**src/rtl/pdt_pkg.sv**
```systemverilog
// Package: shared types for the pulse duration timer.
// Assumes nothing beyond a single clock domain for its users.
package pdt_pkg;
    typedef enum logic [1:0] {
        PH_IDLE = 2'd0,
        PH_WAIT = 2'd1,
        PH_MEAS = 2'd2
    } phase_t;
endpackage

```
**src/rtl/pdt_sync.sv**
```systemverilog
// Module: pdt_sync
// Multi-stage synchroniser for one asynchronous bit.
// Assumes STAGES >= 2; the output lags the input by STAGES clocks.
module pdt_sync #(
    parameter int STAGES = 2
) (
    input  logic clk,
    input  logic rst_n,
    input  logic d_i,
    output logic q_o
);
    logic [STAGES-1:0] chain_q;

    generate
        for (genvar g = 0; g < STAGES; g++) begin : g_stage
            if (g == 0) begin : g_first
                // Capture the raw input in the first stage
                always_ff @(posedge clk) begin
                    if (!rst_n) chain_q[0] <= 1'b0;
                    else        chain_q[0] <= d_i;
                end
            end else begin : g_next
                // Shift through the following stages
                always_ff @(posedge clk) begin
                    if (!rst_n) chain_q[g] <= 1'b0;
                    else        chain_q[g] <= chain_q[g-1];
                end
            end
        end
    endgenerate

    assign q_o = chain_q[STAGES-1];
endmodule

```
**src/rtl/pdt_tick_gen.sv**
```systemverilog
// Module: pdt_tick_gen
// Free-running divider producing a one-cycle tick every DIV clocks.
// Assumes DIV >= 1; the first tick comes DIV cycles after reset.
module pdt_tick_gen #(
    parameter int DIV = 4
) (
    input  logic clk,
    input  logic rst_n,
    output logic tick_o
);
    localparam int CW = (DIV > 1) ? $clog2(DIV) : 1;
    localparam logic [CW-1:0] LAST = CW'(DIV - 1);

    logic [CW-1:0] cnt_q;

    assign tick_o = (cnt_q == LAST);

    // Count clock cycles, wrapping after the tick cycle
    always_ff @(posedge clk) begin
        if (!rst_n)      cnt_q <= '0;
        else if (tick_o) cnt_q <= '0;
        else             cnt_q <= cnt_q + 1'b1;
    end
endmodule

```
**src/rtl/pdt_phase_ctl.sv**
```systemverilog
// Module: pdt_phase_ctl
// Wait / measure controller with shared timeout and signed result.
// Assumes sig_s_i is already synchronised and tick_i is a one-cycle enable.
module pdt_phase_ctl
    import pdt_pkg::*;
#(
    parameter int TMO_W = 31
) (
    input  logic               clk,
    input  logic               rst_n,
    input  logic               start_i,
    input  logic               level_i,
    input  logic [TMO_W-1:0]   timeout_i,
    input  logic               sig_s_i,
    input  logic               tick_i,
    output logic               busy_o,
    output logic               valid_o,
    output logic [TMO_W:0]     result_o
);
    localparam int RES_W = TMO_W + 1;
    localparam logic [RES_W-1:0] CODE_WAIT_TMO = {{(RES_W-1){1'b1}}, 1'b0};
    localparam logic [RES_W-1:0] CODE_MEAS_TMO = {RES_W{1'b1}};

    phase_t             phase_q;
    logic               lvl_q;
    logic [TMO_W-1:0]   tmo_q;
    logic [TMO_W-1:0]   elapsed_q;
    logic [TMO_W:0]     next_cnt;
    logic               hit_limit;
    logic               at_level;

    assign next_cnt  = {1'b0, elapsed_q} + 1'b1;
    assign hit_limit = next_cnt >= {1'b0, tmo_q};
    assign at_level  = (sig_s_i == lvl_q);
    assign busy_o    = (phase_q != PH_IDLE);

    // Phase sequencing, tick counting and result capture
    always_ff @(posedge clk) begin
        if (!rst_n) begin
            phase_q   <= PH_IDLE;
            lvl_q     <= 1'b0;
            tmo_q     <= '0;
            elapsed_q <= '0;
            valid_o   <= 1'b0;
            result_o  <= '0;
        end else begin
            valid_o <= 1'b0;
            unique case (phase_q)
                PH_IDLE: begin
                    if (start_i) begin
                        lvl_q     <= level_i;
                        tmo_q     <= timeout_i;
                        elapsed_q <= '0;
                        phase_q   <= (sig_s_i == level_i) ? PH_MEAS : PH_WAIT;
                    end
                end
                PH_WAIT: begin
                    if (at_level) begin
                        elapsed_q <= '0;
                        phase_q   <= PH_MEAS;
                    end else if (tick_i) begin
                        if (hit_limit) begin
                            result_o <= CODE_WAIT_TMO;
                            valid_o  <= 1'b1;
                            phase_q  <= PH_IDLE;
                        end else begin
                            elapsed_q <= next_cnt[TMO_W-1:0];
                        end
                    end
                end
                PH_MEAS: begin
                    if (!at_level) begin
                        result_o <= {1'b0, elapsed_q};
                        valid_o  <= 1'b1;
                        phase_q  <= PH_IDLE;
                    end else if (tick_i) begin
                        if (hit_limit) begin
                            result_o <= CODE_MEAS_TMO;
                            valid_o  <= 1'b1;
                            phase_q  <= PH_IDLE;
                        end else begin
                            elapsed_q <= next_cnt[TMO_W-1:0];
                        end
                    end
                end
                default: phase_q <= PH_IDLE;
            endcase
        end
    end
endmodule

```
**src/rtl/pdt_timer.sv**
```systemverilog
// Module: pdt_timer
// Top of the gated pulse duration timer: synchroniser, tick divider
// and phase controller. Assumes one clock, synchronous active-low reset,
// and CLK_PER_US clock cycles per microsecond.
module pdt_timer #(
    parameter int CLK_PER_US  = 4,
    parameter int TMO_W       = 31,
    parameter int SYNC_STAGES = 2
) (
    input  logic             clk,
    input  logic             rst_n,
    input  logic             start_i,
    input  logic             level_i,
    input  logic [TMO_W-1:0] timeout_i,
    input  logic             sig_i,
    output logic             busy_o,
    output logic             valid_o,
    output logic [TMO_W:0]   result_o
);
    localparam int RES_W = TMO_W + 1;

    logic sig_s_w;
    logic tick_w;

    pdt_sync #(.STAGES(SYNC_STAGES)) sync_i (
        .clk   (clk),
        .rst_n (rst_n),
        .d_i   (sig_i),
        .q_o   (sig_s_w)
    );

    pdt_tick_gen #(.DIV(CLK_PER_US)) tick_i (
        .clk    (clk),
        .rst_n  (rst_n),
        .tick_o (tick_w)
    );

    pdt_phase_ctl #(.TMO_W(TMO_W)) ctl_i (
        .clk       (clk),
        .rst_n     (rst_n),
        .start_i   (start_i),
        .level_i   (level_i),
        .timeout_i (timeout_i),
        .sig_s_i   (sig_s_w),
        .tick_i    (tick_w),
        .busy_o    (busy_o),
        .valid_o   (valid_o),
        .result_o  (result_o)
    );
endmodule

```
**config.mk**
```make
export PLATFORM = sky130hd
export DESIGN_NAME = pdt_timer
export DESIGN_NICKNAME = d
export VERILOG_FILES = /design/src/rtl/pdt_pkg.sv /design/src/rtl/pdt_sync.sv /design/src/rtl/pdt_tick_gen.sv /design/src/rtl/pdt_phase_ctl.sv /design/src/rtl/pdt_timer.sv
export SDC_FILE = /design/constraint.sdc
export NUM_CORES = 1
export LEC_CHECK = 0
export ABC_CLOCK_PERIOD_IN_PS = 6200
export BUFFER_PORTS_ARGS = -buffer_cell sky130_fd_sc_hd__buf_4
export CORE_MARGIN = 2
export CORE_UTILIZATION = 45
export DETAILED_ROUTE_END_ITERATION = 8
export GPL_TIMING_DRIVEN = 0
export PLACE_DENSITY_LB_ADDON = 0.1
export SYNTH_ARGS = -nofsm -noshare
export SYNTH_HDL_FRONTEND = slang
export SYNTH_SLANG_ARGS = --single-unit
```
**constraint.sdc**
```tcl
create_clock -name clk -period 6.2 [get_ports clk]
set_input_delay 0 -clock clk [delete_from_list [all_inputs] [get_ports clk]]
set_output_delay 0 -clock clk [all_outputs]
set_load 0.01 [all_outputs]
```
# After elaboration in Yosys (flattened, before gate mapping)
# Cells that the tools add are included.
[totals]
out_inout_bits = 34
in_bits = 36
ff_bits = 102
elab_cells = 58
[classes]
bitwise = 1
muxes = 25
n_addsub = 2
n_reduce_logical = 8
n_eq_ne = 12
order_cmp = 1
[op_table]
columns = ["operator", "n"]
rows = [
  ["2-to-1 mux 32 bit", 6],
  ["2-to-1 mux 31 bit", 5],
  ["one-hot mux 31 bit (3 select lines)", 1],
  ["one-hot mux 32 bit (2 select lines)", 1],
  ["adder 31 x 1 -> 32 bit (second input constant)", 1],
  ["greater-or-equal comparator 32 x 31 -> 1 bit", 1],
  ["2-to-1 mux 2 bit", 6],
  ["!= test 2 x 1 -> 1 bit (second input constant)", 3],
  ["!= test 3 x 2 -> 1 bit (second input constant)", 2],
  ["one-hot mux 2 bit (3 select lines)", 1],
  ["AND reduction 6 bit", 1],
  ["equality test 2 bit (second input constant)", 2],
  ["2-to-1 mux 1 bit", 4],
  ["!= test 2 bit (second input constant)", 2],
  ["nonzero test 2 bit", 2],
  ["AND reduction 3 bit", 1],
  ["nonzero test 3 bit", 1],
  ["adder 2 x 1 -> 2 bit (second input constant)", 1],
  ["equality test 1 bit", 2],
  ["equality test 2 x 1 -> 1 bit (second input constant)", 1],
  ["logical NOT 2 bit", 1],
  ["one-hot mux 1 bit (2 select lines)", 1],
  ["AND reduction 2 bit", 1],
  ["OR reduction 2 bit", 1],
  ["inverter 1 bit", 1],
]

# Longest topological paths before layout
# Gate-level depths: netlist of the first run.
[depth]
word_depth = 6
ltp_mapped = 19

# Modules after synthesis
# Synthesis of the first run repeated with hierarchy kept, for this count alone.
[hier_totals]
hier_cells = 584
area_unflattened_um2 = 5198.7
[modules_own_cells]
columns = ["mod", "n_inst", "area_each_um2", "seq_area_each_um2", "cells_each"]
rows = [
  ["pdt_phase_ctl", 1, 5072.4, 1961.9, 575],
  ["pdt_tick_gen", 1, 73.8, 40.0, 5],
  ["pdt_sync", 1, 52.6, 40.0, 4],
]

# Worst setup path before layout of the first run
# OpenSTA, ideal clock, no wires.
[synth_path]
path_kind = "reg-to-reg"
start = "register ctl_i.elapsed_q[0]"
end = "register ctl_i.elapsed_q[3]"
n_path_buf = 3
setup_slack_ns = 1.835
setup_time_ns = 0.074
required_ns = 6.126
t_arrival_ns = 4.290
stages_incl_launch_ff = 19
cell_sequence = "dfxtp_1 ha_1 clkbuf_1 inv_1 nor4_2 and3_1 clkbuf_1 and3_1 nand2_1 xnor2_1 ha_1 a21oi_1 nand2_1 a221o_1 a2111oi_4 nand2_2 buf_2 or4_1 a31oi_1"
[synth_between]
elab_chain_len = 6
[synth_rtl]
columns = ["item", "line", "text"]
rows = [
  ["start: declaration", "pdt_phase_ctl.sv:27", "logic [TMO_W-1:0] elapsed_q;"],
  ["start signal: assignment", "pdt_phase_ctl.sv:67", "elapsed_q <= next_cnt[TMO_W-1:0];"],
  ["start signal: assignment", "pdt_phase_ctl.sv:82", "elapsed_q <= next_cnt[TMO_W-1:0];"],
  ["adder 31 x 1 -> 32 bit *", "pdt_phase_ctl.sv:32", "assign next_cnt = {1'b0, elapsed_q} + 1'b1;"],
  ["greater-or-equal comparator 32 x 31 -> 1 bit", "pdt_phase_ctl.sv:33", "assign hit_limit = next_cnt >= {1'b0, tmo_q};"],
  ["2-to-1 mux 31 bit *", "pdt_phase_ctl.sv:62, pdt_phase_ctl.sv:77", ""],
  ["2-to-1 mux 31 bit *", "pdt_phase_ctl.sv:61", "end else if (tick_i) begin"],
  ["2-to-1 mux 31 bit, on equally long branches", "pdt_phase_ctl.sv:72, pdt_phase_ctl.sv:58", ""],
  ["one-hot mux 31 bit (3 select lines) *", "pdt_phase_ctl.sv:48", "unique case (phase_q)"],
]
# Every way passes the cells marked *; elsewhere a longest branch is shown, timed or not. The select of a mux whose other input is x is not followed.
# A chain may end at the register's enable or synchronous reset.

# Worst setup path in the final report of the first run
[layout_path]
start = "register ctl_i.elapsed_q[0]"
end = "register ctl_i.elapsed_q[4]"
# The elaborated chain is that of the path after synthesis.

==> results of run 1 <==
per-layer routing:
metal	up-vias	global-route usage
met4	0	0.0602
met3	14	0.0552
li1	2440	-
met2	139	0.373
met1	2307	0.314
met5	-	0
worst register-to-register path, delay by kind of cell (launching register included):
kind	cells	cell delay (ns)
AOI/OAI and AO/OA	4	1.42
xor gates and xnor gates	1	0.21
adders and majority gates	2	0.51
buffers and inverters	4	1.07
DFF	1	0.52
and+or+nand+nor	7	1.92
flip-flops by register name (all words and copies together) (netlist names):
signal	count
ctl_i.elapsed_q	31
ctl_i.lvl_q	1
ctl_i.phase_q	2
ctl_i.result_o	32
ctl_i.tmo_q	31
ctl_i.valid_o	1
sync_i.chain_q	1
sync_i.q_o	1
tick_i.cnt_q	2
worst min path at each step:
stage | endpoint | slack, ns | cells past startpoint
3_5_place_dp | sync_i.chain_q[0] | 0.21 | 2
4_1_cts | ctl_i.valid_o | 0.21 | 4
3_3_place_gp | sync_i.chain_q[0] | 0.21 | 2
5_1_grt | ctl_i.result_o[0] | 0.25 | 4
2_1_floorplan | sync_i.chain_q[0] | 0.13 | 1
6_report | ctl_i.valid_o | 0.23 | 4
stage by stage:
| step | total power [W] | area (um^2) | hold WS [ns] | utilization | setup WS (ns) |
|---|---|---|---|---|---|
| after global routing | 0.00156 | 6700 | 0.254 | 0.582 | 0.177 |
| after global placement | 0.000918 | 6070 | 0.208 | 0.527 | 0.811 |
| final | 0.00150 | 6700 | 0.226 | 0.582 | 0.506 |
| after CTS | 0.00151 | 6700 | 0.214 | 0.582 | 0.608 |
| after detailed placement | 0.000926 | 6070 | 0.211 | 0.527 | 0.667 |
| after floorplan | 0.000844 | 5370 | 0.127 | - | 1.84 |
power by group through the flow:
stage	logic, W	registers, W	clock network, W
finish	0.000230	0.000698	0.000571
global route	0.000255	0.000701	0.000602
CTS	0.000230	0.000698	0.000580
detailed placement	0.000212	0.000713	0
global placement	0.000206	0.000712	0
floorplan	0.000131	0.000713	0
final cells by class:
class	instances	area, um^2	area share
plain buffers	43	221	0.0330
clock buffers	9	225	0.0336
clock inverters	7	65.1	0.00971
inverters	42	158	0.0235
multi-input cells	428	2950	0.441
flip-flops and latches	102	2040	0.305
well taps	143	179	0.0267
repair buffers	103	858	0.128
logic make-up (layout without fill, tap and decap cells):
| logic type | after synthesis | count (layout) | share of synthesized area |
|---|---|---|---|
| muxes | 2 | 2 | 0.00396 |
| adders and majority gates | 37 | 37 | 0.0861 |
| and+or+nand+nor | 199 | 199 | 0.182 |
| buffers and inverters | 85 | 204 | 0.0705 |
| xor gates and xnor gates | 30 | 30 | 0.0489 |
| AOI/OAI and AO/OA | 160 | 160 | 0.229 |
| DFF | 102 | 102 | 0.380 |
cell usage in the layout (no fill, tap or decap), types with 3 or more instances in the layout:
master and n:
sky130_fd_sc_hd__a21o_1 5, sky130_fd_sc_hd__a21oi_1 52, sky130_fd_sc_hd__a22o_1 15, sky130_fd_sc_hd__a31oi_1 13, sky130_fd_sc_hd__and2_1 6, sky130_fd_sc_hd__and3_1 8
sky130_fd_sc_hd__and4_1 3, sky130_fd_sc_hd__buf_2 9, sky130_fd_sc_hd__buf_4 72, sky130_fd_sc_hd__buf_6 5, sky130_fd_sc_hd__clkbuf_1 26, sky130_fd_sc_hd__clkbuf_16 9
sky130_fd_sc_hd__clkinv_2 4, sky130_fd_sc_hd__dfxtp_1 102, sky130_fd_sc_hd__dlygate4sd3_1 34, sky130_fd_sc_hd__ha_1 37, sky130_fd_sc_hd__inv_1 41, sky130_fd_sc_hd__nand2_1 94
sky130_fd_sc_hd__nand2b_1 5, sky130_fd_sc_hd__nand3_1 20, sky130_fd_sc_hd__nand4_1 16, sky130_fd_sc_hd__nor2_1 19, sky130_fd_sc_hd__nor3_1 7, sky130_fd_sc_hd__o211ai_1 7
sky130_fd_sc_hd__o21ai_0 14, sky130_fd_sc_hd__o21ai_1 3, sky130_fd_sc_hd__o221a_1 30, sky130_fd_sc_hd__or4_1 8, sky130_fd_sc_hd__xnor2_1 15, sky130_fd_sc_hd__xor2_1 15
what timing repair did:
item | CTS | global route
buffers inserted | 0 | 0
endpoints found under the hold margin | 34 | 0
hold buffers | 34 | 0
==> impl_metrics.sql, run 1 <==
INSERT INTO impl_metrics (metric_group, metric, value, unit) VALUES
('clock_tree', 'post_cts.resized_instances', '0', ''),
('run_status', 'status', 'finished clean', ''),
('routing', 'met2_length', '6520', 'um'),
('worst_setup_path', 'worst_reg_to_reg_cells', '18', ''),
('routing', 'first_iter_violations', '331', ''),
('global_route', 'antenna_found_initial', '0', ''),
('pwr', 'p_seq_frac', '0.465', ''),
('routing', 'wl_per_cell', '16.4', 'um'),
('pwr', 'power.share.combinational', '0.154', ''),
('routing', 'dr_wl_met3', '704', 'um'),
('global_route', 'first_global_vias', '4792', ''),
('worst_setup_path', 'critical_path.reg2reg.endpoint', 'ctl_i.elapsed_q[4]', ''),
('global_route', 'grt_use_total', '0.232', ''),
('timing', 'finalSetupViolations', '0', ''),
('routing', 'route.detailed.drc', '0', ''),
('worst_setup_path', 'timing.critical_path.to', 'ctl_i.elapsed_q[4]', ''),
('pwr', 'net-switching-power', '0.000410', 'W'),
('timing', 'report.final.hold_viol_count', '0', ''),
('worst_setup_path', 'worst-endpoint-required', '6.50', 'ns'),
('timing', 'worst_clock_skew', '0.00936', 'ns'),
('place', 'dp_cells', '827', ''),
('logic_synthesis', 'synth_area_leaders', 'sky130_fd_sc_hd__dfxtp_1, sky130_fd_sc_hd__ha_1, sky130_fd_sc_hd__nand2_1, sky130_fd_sc_hd__o221a_1, sky130_fd_sc_hd__a21oi_1', ''),
('timing', 'timing.final.crit_period', '5.69', 'ns'),
('die', 'placeableCoreArea', '0.0115', 'mm^2'),
('logic_synthesis', 'post_synth_num_cell_types', '61', ''),
('clock_tree', 'cts_tree', 'yes', ''),
('clock_tree', 'clkLatencyLatePin', '0.36', 'ns'),
('worst_setup_path', 'worst-path-buf-inv', '4', ''),
('pwr', 'powerDensity', '224', 'mW/mm^2'),
('die', 'chipHeight', '113', 'um'),
('worst_setup_path', 'timing_worst_setup_path_type', 'flop to flop', ''),
('timing', 'setup_tns', '0', 'ns'),
('worst_setup_path', 'critPathMaxFanout', '10', ''),
('timing', 'unrepaired_setup_endpoints_after_global_routing', 'no', ''),
('logic_synthesis', 'syn-instance-count', '615', ''),
('routing', 'wl', '14400', 'um'),
('min_path', 'hp-start', 'rst_n', ''),
('timing', 'max_slew.worst_pin.slew', '1.36', 'ns'),
('clock_tree', 'htreeDepth', '3', ''),
('logic_synthesis', 'number_of_enable_type_register_cells_in_the_synthesized_netlist', '0', ''),
('worst_setup_path', 'crit_chain', 'ha_1 > clkbuf_1 > inv_1 > nor4_2 > and3_1 > clkbuf_1 > and3_1 > nand2_1 > xnor2_1 > ha_1 > a21oi_1 > nand2_1 > a221o_1 > a2111oi_4 > nand2_2 > nor3_2 > buf_2 > a22o_1', ''),
('routing', 'detail_route.first_pass.iterations', '5', ''),
('timing', 'clock.fmax', '176', 'MHz'),
('logic_synthesis', 'top_count_cell_post_synth', 'sky130_fd_sc_hd__dfxtp_1', ''),
('global_route', 'globalRoute.totalOverflow', '0', ''),
('finish', 'post_layout_nonfiller_instances', '877', ''),
('job', 'maxCapViolations', '0', ''),
('clock_tree', 'cts.sinks', '102', ''),
('worst_setup_path', 'critical_path.endpoint_type', 'flop', ''),
('routing', 'avgViaCountPerCell', '5.59', ''),
('place', 'gpl.final_weighted_congestion', '0.868', ''),
('pwr', 'static_leak', '2.74', 'nW'),
('logic_synthesis', 'asyncSetResetFlopFracSynth', '0', ''),
('logic_synthesis', 'synth.cell_area', '0.00537', 'mm^2'),
('routing', 'met1_length', '7020', 'um'),
('worst_setup_path', 'setup.worst_path.start', 'ctl_i.elapsed_q[0]', ''),
('routing', 'dr_total_vias', '4900', ''),
('global_route', 'grt_first_pass_wirelength', '23700', 'um'),
('timing', 'timing.final.max_slew_violations', '0', ''),
('logic_synthesis', 'post_synth.cell_area_avg', '8.74', 'um^2'),
('logic_synthesis', 'syn_nets', '688', ''),
('worst_setup_path', 'timing.rr.start', 'ctl_i.elapsed_q[0]', ''),
('pwr', 'peakVddDrop', '0.145', 'mV'),
('logic_synthesis', 'post-synth-top-area-cell', 'sky130_fd_sc_hd__dfxtp_1', ''),
('pwr', 'intPower', '0.00109', 'W'),
('logic_synthesis', 'synthesis.yosys.warnings', '0', ''),
('logic_synthesis', 'synth_seq_area_share', '0.380', ''),
('timing', 'min_period_over_period', '0.918', ''),
('worst_setup_path', 'worst_path_largest_cell_delay', '0.63', 'ns'),
('timing', 'maxSlewHeadroom', '0.0840', ''),
('worst_setup_path', 'critPathTopFamily', 'simple AND/OR/NAND/NOR gates', '');
No activity file was read; power rests on OpenSTA's default activity.
==> run 2, diff against run 1 <==
Settings changed: ABC_CLOCK_PERIOD_IN_PS 6200 to 5300.
Clock period 6.2 ns to 5.3 ns, I/O delays scaled along.
==> impl_metrics.sql, run 2 (synthesis gave the netlist of run 1 again) <==
INSERT INTO impl_metrics (metric_group, metric, value, unit) VALUES
('global_route', 'grt_use_total', '0.235', ''),
('worst_setup_path', 'critPathMaxFanout', '10', ''),
('run_status', 'status', 'finished clean', ''),
('routing', 'first_iter_violations', '447', ''),
('die', 'chipHeight', '113', 'um'),
('global_route', 'grt_first_pass_wirelength', '24000', 'um'),
('global_route', 'antenna_found_initial', '0', ''),
('min_path', 'hp-start', 'rst_n', ''),
('worst_setup_path', 'timing.rr.start', 'ctl_i.elapsed_q[0]', ''),
('pwr', 'peakVddDrop', '0.168', 'mV'),
('timing', 'report.final.hold_viol_count', '0', ''),
('die', 'io_pins', '70', ''),
('clock_tree', 'cts.sinks', '102', ''),
('worst_setup_path', 'setup.worst_path.start_class', 'flop', ''),
('place', 'dp_cells', '827', ''),
('die', 'die_width', '113', 'um'),
('clock_tree', 'numCtsBuffers', '9', ''),
('die', 'initial_utilization', '0.467', ''),
('finish', 'signed_area_change_from_the_synthesized_netlist_to_the_final_layout', '25.6', '%'),
('finish', 'n_fill_cell', '1035', ''),
('die', 'rows', '39', ''),
('pwr', 'powerDensity', '260', 'mW/mm^2'),
('place', 'port_buffers', '69', ''),
('finish', 'seq_area', '0.00204', 'mm^2'),
('routing', 'avgViaCountPerCell', '5.61', ''),
('timing', 'max_slew.worst_pin.slew', '1.33', 'ns'),
('die', 'placeableCoreArea', '0.0115', 'mm^2'),
('worst_setup_path', 'worst-endpoint-required', '5.58', 'ns'),
('finish', 'post_layout_nonfiller_instances', '880', ''),
('finish', 'most_common_cell_after_layout_fill_and_taps_aside', 'sky130_fd_sc_hd__dfxtp_1', ''),
('finish', 'final_layout_size_suffix_gt1_frac', '0.167', ''),
('job', 'maxCapViolations', '0', ''),
('place', 'hpwlAfterDp', '10500', 'um'),
('routing', 'detail_route.first_pass.iterations', '5', ''),
('timing', 'finalSetupViolations', '0', ''),
('place', 'gpl.final_weighted_congestion', '0.868', ''),
('global_route', 'first_global_vias', '4803', ''),
('finish', 'multiInputGateArea', '0.00297', 'mm^2'),
('timing', 'timing.final.max_slew_violations', '0', ''),
('worst_setup_path', 'worst_reg_to_reg_cells', '17', ''),
('timing', 'min_period_over_period', '0.955', ''),
('clock_tree', 'cts_tree', 'yes', ''),
('finish', 'antenna_cells', '0', ''),
('global_route', 'grt_start_max_net_pins', '17', ''),
('die', 'die-area', '0.0128', 'mm^2'),
('worst_setup_path', 'critical_path.reg2reg.endpoint', 'ctl_i.elapsed_q[3]', ''),
('finish', 'regMostFlops', 'ctl_i.result_o', ''),
('routing', 'ant_nets', '0', ''),
('finish', 'largest_register_ffs', '32', ''),
('pwr', 'static_leak', '2.76', 'nW'),
('min_path', 'hold_class', 'input pin to flop', ''),
('timing', 'timing.final.crit_period', '5.06', 'ns'),
('worst_setup_path', 'worst-r2r-setup-slack', '0.24', 'ns'),
('clock_tree', 'clkLatencyLatePin', '0.36', 'ns'),
('worst_setup_path', 'critical_path.endpoint_type', 'flop', ''),
('finish', 'mostFrequentLayoutCells', 'sky130_fd_sc_hd__dfxtp_1, sky130_fd_sc_hd__nand2_1, sky130_fd_sc_hd__buf_4', ''),
('routing', 'wl_per_cell', '16.5', 'um'),
('timing', 'worst_clock_skew', '0.0100', 'ns'),
('clock_tree', 'clock_tree.root_cell', 'sky130_fd_sc_hd__clkbuf_16', ''),
('min_path', 'holdPathEnd', 'ctl_i.result_o[0]', ''),
('timing', 'unrepaired_setup_endpoints_after_global_routing', 'no', ''),
('finish', 'reg.largest.list', 'ctl_i.result_o x32, ctl_i.elapsed_q x31, ctl_i.tmo_q x31', ''),
('routing', 'route.detailed.drc', '0', ''),
('timing', 'clock.fmax', '198', 'MHz'),
('clock_tree', 'clockBufferDepth', '2', ''),
('clock_tree', 'clk_transition_reported_paths', '0.07', 'ns'),
('worst_setup_path', 'worstPathArrival', '5.34', 'ns'),
('finish', 'finalNetCount', '805', ''),
('min_path', 'worstHoldPathCells', '4', ''),
('routing', 'dr_total_vias', '4940', ''),
('clock_tree', 'htreeDepth', '3', ''),
('global_route', 'globalRoute.totalOverflow', '0', ''),
('routing', 'wl', '14500', 'um'),
('timing', 'maxSlewHeadroom', '0.103', ''),
('worst_setup_path', 'timing_worst_setup_path_type', 'flop to flop', ''),
('pwr', 'totalPowerFinal', '0.00175', 'W');
## run 2: routing by layer
metal	vias to the layer above	GRT usage	part of all wire
met4	0	0.0618	0.013
li1	2446	-	-
met3	18	0.0562	0.052
met2	143	0.378	0.46
met5	-	0	0
met1	2333	0.317	0.48
## run 2: critical path, cell delays in order (launching register included)
cell	delay [ns]
sky130_fd_sc_hd__dfxtp_1	0.52
sky130_fd_sc_hd__ha_2	0.34
sky130_fd_sc_hd__inv_1	0.09
sky130_fd_sc_hd__nor4_2	0.48
sky130_fd_sc_hd__and3_1	0.22
sky130_fd_sc_hd__clkbuf_1	0.24
sky130_fd_sc_hd__and3_1	0.25
sky130_fd_sc_hd__nand2_1	0.08
sky130_fd_sc_hd__xnor2_1	0.21
sky130_fd_sc_hd__ha_1	0.30
sky130_fd_sc_hd__a21oi_1	0.19
sky130_fd_sc_hd__nand2_1	0.07
sky130_fd_sc_hd__a221o_1	0.41
sky130_fd_sc_hd__a2111oi_4	0.51
sky130_fd_sc_hd__nand2_2	0.19
sky130_fd_sc_hd__buf_2	0.25
sky130_fd_sc_hd__or4_1	0.48
sky130_fd_sc_hd__a31oi_1	0.17
## run 2: worst max path at each step
stage	depth (start not counted)	end	slack (ns)	startpoint
6_report	17	ctl_i.elapsed_q[3]	0.24	ctl_i.elapsed_q[0]
3_3_place_gp	18	ctl_i.elapsed_q[24]	-0.09	ctl_i.elapsed_q[0]
3_5_place_dp	18	ctl_i.elapsed_q[4]	-0.23	ctl_i.elapsed_q[0]
5_1_grt	17	ctl_i.elapsed_q[3]	0.002	ctl_i.elapsed_q[0]
2_1_floorplan	18	ctl_i.elapsed_q[3]	0.94	ctl_i.elapsed_q[0]
4_1_cts	19	ctl_i.elapsed_q[4]	0.02	ctl_i.elapsed_q[0]
## run 2: per-stage QoR
step / hold slack, ns / setup TNS, ns / utilization / instance area (um^2) / worst slack (ns)
finish: 0.225 / 0 / 0.586 / 6750 / 0.241
global route: 0.254 / 0 / 0.586 / 6750 / 0.00195
global placement: 0.208 / -0.847 / 0.527 / 6070 / -0.0891
detailed placement: 0.211 / -4.05 / 0.527 / 6070 / -0.233
CTS: 0.214 / 0 / 0.584 / 6720 / 0.0157
floorplan: 0.127 / 0 / - / 5370 / 0.935
## run 2: repair_timing
action,4_1_cts,5_1_grt
hold endpoints to repair,34,0
hold buffers,34,0
pin swaps,2,2
setup buffers,1,3
resized for setup,2,2
endpoints found under the setup margin,45,59
## run 2: cell type report
class,count,area share
inverter,42,0.0234
buffer,42,0.0323
multi-input combinational,428,0.441
tap,143,0.0265
clock inverter,7,0.00964
clock buffer,9,0.0334
timing repair buffer,107,0.132
sequential,102,0.303
## run 2: where the power goes
group / total (W) / leakage [nW] / internal (W) / switching (W)
logic: 0.000272 / 1.79 / 0.000114 / 0.000158
registers: 0.000817 / 0.829 / 0.000799 / 0.0000178
clock network: 0.000664 / 0.141 / 0.000363 / 0.000302
==> run 3, diff against run 2 <==
Settings changed: ABC_AREA set to 1, HOLD_SLACK_MARGIN set to 0.12.
==> impl_metrics.sql, run 3 <==
INSERT INTO impl_metrics (metric_group, metric, value, unit) VALUES
('logic_synthesis', 'number_of_enable_type_register_cells_in_the_synthesized_netlist', '0', ''),
('routing', 'first_iter_violations', '313', ''),
('finish', 'reg.largest.list', 'ctl_i.result_o x32, ctl_i.elapsed_q x31, ctl_i.tmo_q x31', ''),
('global_route', 'grt_start_max_net_pins', '15', ''),
('worst_setup_path', 'worst-r2r-setup-slack', '1.02', 'ns'),
('timing', 'timing.final.max_slew_violations', '0', ''),
('run_status', 'status', 'finished clean', ''),
('timing', 'clock.fmax', '234', 'MHz'),
('worst_setup_path', 'critPathTopFamily', 'simple AND/OR/NAND/NOR gates', ''),
('die', 'placeableCoreArea', '0.0127', 'mm^2'),
('worst_setup_path', 'setup.worst_path.start_class', 'flop', ''),
('timing', 'worst_clock_skew', '0.00471', 'ns'),
('pwr', 'totalPowerFinal', '0.00191', 'W'),
('global_route', 'antenna_found_initial', '0', ''),
('die', 'die-area', '0.0141', 'mm^2'),
('timing', 'report.final.hold_viol_count', '0', ''),
('place', 'hpwlAfterDp', '12900', 'um'),
('finish', 'regMostFlops', 'ctl_i.result_o', ''),
('clock_tree', 'numCtsBuffers', '9', ''),
('worst_setup_path', 'worstPathArrival', '4.56', 'ns'),
('die', 'io_pins', '70', ''),
('logic_synthesis', 'post-synth-top-area-cell', 'sky130_fd_sc_hd__dfxtp_1', ''),
('finish', 'signed_area_change_from_the_synthesized_netlist_to_the_final_layout', '26.6', '%'),
('clock_tree', 'buffers_inserted_during_post_cts_setup_optimization', '0', ''),
('routing', 'wl', '16800', 'um'),
('worst_setup_path', 'worst-path-buf-inv', '2', ''),
('finish', 'finish.instance_area', '0.00751', 'mm^2'),
('logic_synthesis', 'synth_seq_cells', '102', ''),
('routing', 'detail_route.first_pass.iterations', '4', ''),
('logic_synthesis', 'syn-instance-count', '835', ''),
('logic_synthesis', 'synthFlopType', 'sky130_fd_sc_hd__dfxtp_1', ''),
('worst_setup_path', 'worst_reg_to_reg_cells', '20', ''),
('worst_setup_path', 'worst_path_largest_cell_delay', '0.46', 'ns'),
('clock_tree', 'cts.sinks', '102', ''),
('global_route', 'globalRoute.totalOverflow', '0', ''),
('routing', 'met2_length', '8540', 'um'),
('clock_tree', 'clk_transition_reported_paths', '0.07', 'ns'),
('min_path', 'worstHoldPathCells', '3', ''),
('logic_synthesis', 'synth_area_leaders', 'sky130_fd_sc_hd__dfxtp_1, sky130_fd_sc_hd__nand2_1, sky130_fd_sc_hd__inv_1, sky130_fd_sc_hd__ha_1, sky130_fd_sc_hd__a21oi_1', ''),
('worst_setup_path', 'critPathMaxFanout', '10', ''),
('routing', 'route.detailed.drc', '0', ''),
('logic_synthesis', 'post_synth_num_cell_types', '35', ''),
('routing', 'dr_total_vias', '5744', ''),
('logic_synthesis', 'post_synth.cell_area_avg', '7.11', 'um^2'),
('die', 'rows', '41', ''),
('timing', 'setup_tns', '0', 'ns'),
('worst_setup_path', 'critical_path.slowest_cell', 'sky130_fd_sc_hd__dfxtp_1', ''),
('logic_synthesis', 'yosys.area.top_type_share', '0.344', ''),
('timing', 'unrepaired_setup_endpoints_after_global_routing', 'no', ''),
('routing', 'wl_per_cell', '14.7', 'um'),
('worst_setup_path', 'critical_path.endpoint_type', 'flop', ''),
('logic_synthesis', 'synth_seq_area_share', '0.344', ''),
('finish', 'n_fill_cell', '1285', ''),
('finish', 'largest_register_ffs', '32', ''),
('global_route', 'first_global_vias', '5527', ''),
('timing', 'finalSetupViolations', '0', ''),
('die', 'die_width', '119', 'um'),
('finish', 'most_common_cell_after_layout_fill_and_taps_aside', 'sky130_fd_sc_hd__nand2_1', ''),
('timing', 'timing.final.crit_period', '4.28', 'ns'),
('clock_tree', 'clock_tree.root_cell', 'sky130_fd_sc_hd__clkbuf_16', ''),
('timing', 'min_period_over_period', '0.808', ''),
('place', 'port_buffers', '68', ''),
('logic_synthesis', 'synth.cell_area', '0.00593', 'mm^2'),
('pwr', 'peakVddDrop', '0.146', 'mV'),
('finish', 'antenna_cells', '0', ''),
('timing', 'maxSlewHeadroom', '0.525', ''),
('job', 'maxCapViolations', '0', ''),
('worst_setup_path', 'crit_chain', 'ha_1 > nand2_1 > nor2_1 > nand2_1 > nor2_1 > nand2_1 > nor2_1 > nand4_1 > xor2_1 > inv_1 > ha_1 > and3_1 > nor3b_1 > nand2_1 > nor2_1 > nand2_4 > nand3_4 > clkbuf_1 > o21ai_0 > a21oi_1', ''),
('place', 'gpl.final_weighted_congestion', '0.944', ''),
('routing', 'ant_nets', '0', ''),
('logic_synthesis', 'top_count_cell_post_synth', 'sky130_fd_sc_hd__nand2_1', ''),
('die', 'initial_utilization', '0.466', ''),
('global_route', 'grt_use_total', '0.241', ''),
('clock_tree', 'post_cts.resized_instances', '0', ''),
('clock_tree', 'cts_tree', 'yes', ''),
('clock_tree', 'clkLatencyLatePin', '0.35', 'ns'),
('clock_tree', 'cts-hold-fix-buffers', '57', ''),
('timing', 'max_slew.worst_pin.slew', '0.706', 'ns'),
('place', 'detailed_place.area', '0.00666', 'mm^2'),
('logic_synthesis', 'synthesis.yosys.warnings', '0', ''),
('die', 'chipHeight', '119', 'um'),
('finish', 'finalNetCount', '1044', ''),
('pwr', 'powerDensity', '255', 'mW/mm^2'),
('finish', 'mostFrequentLayoutCells', 'sky130_fd_sc_hd__nand2_1, sky130_fd_sc_hd__inv_1, sky130_fd_sc_hd__dfxtp_1', ''),
('routing', 'routed.top_layer', 'met4', ''),
('routing', 'met1_length', '7540', 'um'),
('worst_setup_path', 'timing_worst_setup_path_type', 'flop to flop', ''),
('logic_synthesis', 'yosys-top-cells-count', 'sky130_fd_sc_hd__nand2_1, sky130_fd_sc_hd__inv_1, sky130_fd_sc_hd__dfxtp_1, sky130_fd_sc_hd__a21oi_1, sky130_fd_sc_hd__o21ai_0', ''),
('clock_tree', 'clockBufferDepth', '2', ''),
('worst_setup_path', 'cp_num_cells', '20', ''),
('routing', 'dr_wl_met3', '455', 'um'),
('finish', 'final_layout_size_suffix_gt1_frac', '0.144', ''),
('global_route', 'grt_first_pass_wirelength', '27100', 'um'),
('clock_tree', 'htreeDepth', '3', ''),
('logic_synthesis', 'syn_nets', '908', ''),
('min_path', 'hold_class', 'input pin to flop', ''),
('worst_setup_path', 'worst-endpoint-required', '5.58', 'ns'),
('logic_synthesis', 'asyncSetResetFlopFracSynth', '0', ''),
('pwr', 'static_leak', '3.19', 'nW'),
('routing', 'avgViaCountPerCell', '5.01', '');
## run 3: cells by family (layout without fill, tap and decap cells)
group	Yosys count	after routing	synth area share
xor gates and xnor gates	28	28	0.0413
buffers and inverters	170	310	0.120
AOI/OAI and AO/OA	208	208	0.197
and+or+nand+nor	290	290	0.220
adders and majority gates	37	37	0.0780
DFF	102	102	0.344
## run 3: cell type report
type,instances,area (um^2),share of cell area
clock inverters,1,30.0,0.00400
repair buffers,125,1080,0.144
plain buffers,36,209,0.0278
clock buffers,14,254,0.0338
inverters,134,504,0.0671
flip-flops and latches,102,2040,0.272
multi-input cells,563,3180,0.423
well taps,172,215,0.0286
## run 3: worst paths after layout
path | from | endpoint
worst max-delay path | ctl_i.elapsed_q[0] | ctl_i.elapsed_q[3]
worst min-delay path | rst_n | ctl_i.elapsed_q[10]
worst max register to register | ctl_i.elapsed_q[0] | ctl_i.elapsed_q[3]
worst min register to register | sync_i.chain_q[0] | sync_i.q_o
## run 3: stage by stage
step	setup WS, ns	util	hold slack, ns	instances
6_report	1.02	0.591	0.156	1147
4_1_cts	1.08	0.591	0.136	1147
5_1_grt	0.714	0.591	0.145	1147
3_5_place_dp	1.14	0.523	0.215	1075
3_3_place_gp	1.26	0.523	0.183	1075
2_1_floorplan	2.11	-	0.0976	835
## run 3: power by group
| group | switching [W] | internal, W | leakage, nW |
|---|---|---|---|
| Combinational | 0.000255 | 0.000167 | 2.22 |
| Clock | 0.000284 | 0.000378 | 0.137 |
| Sequential | 0.0000169 | 0.000812 | 0.831 |
## run 3: routing by layer
layer | up-vias | global-route usage
met1 | 2695 | 0.295
met4 | 0 | 0.0707
met3 | 17 | 0.0345
met5 | - | 0
met2 | 79 | 0.437
li1 | 2953 | -
## run 3: worst register-to-register path: cells and delay by family (launching register included)
kind / cells / cell delay [ns]
AND/OR/NAND/NOR: 13 / 2.20
adder cells (fa/ha/maj): 2 / 0.51
buffers and inverters: 2 / 0.51
flip-flops: 1 / 0.46
AO/OA/AOI/OAI: 2 / 0.35
XOR/XNOR: 1 / 0.17
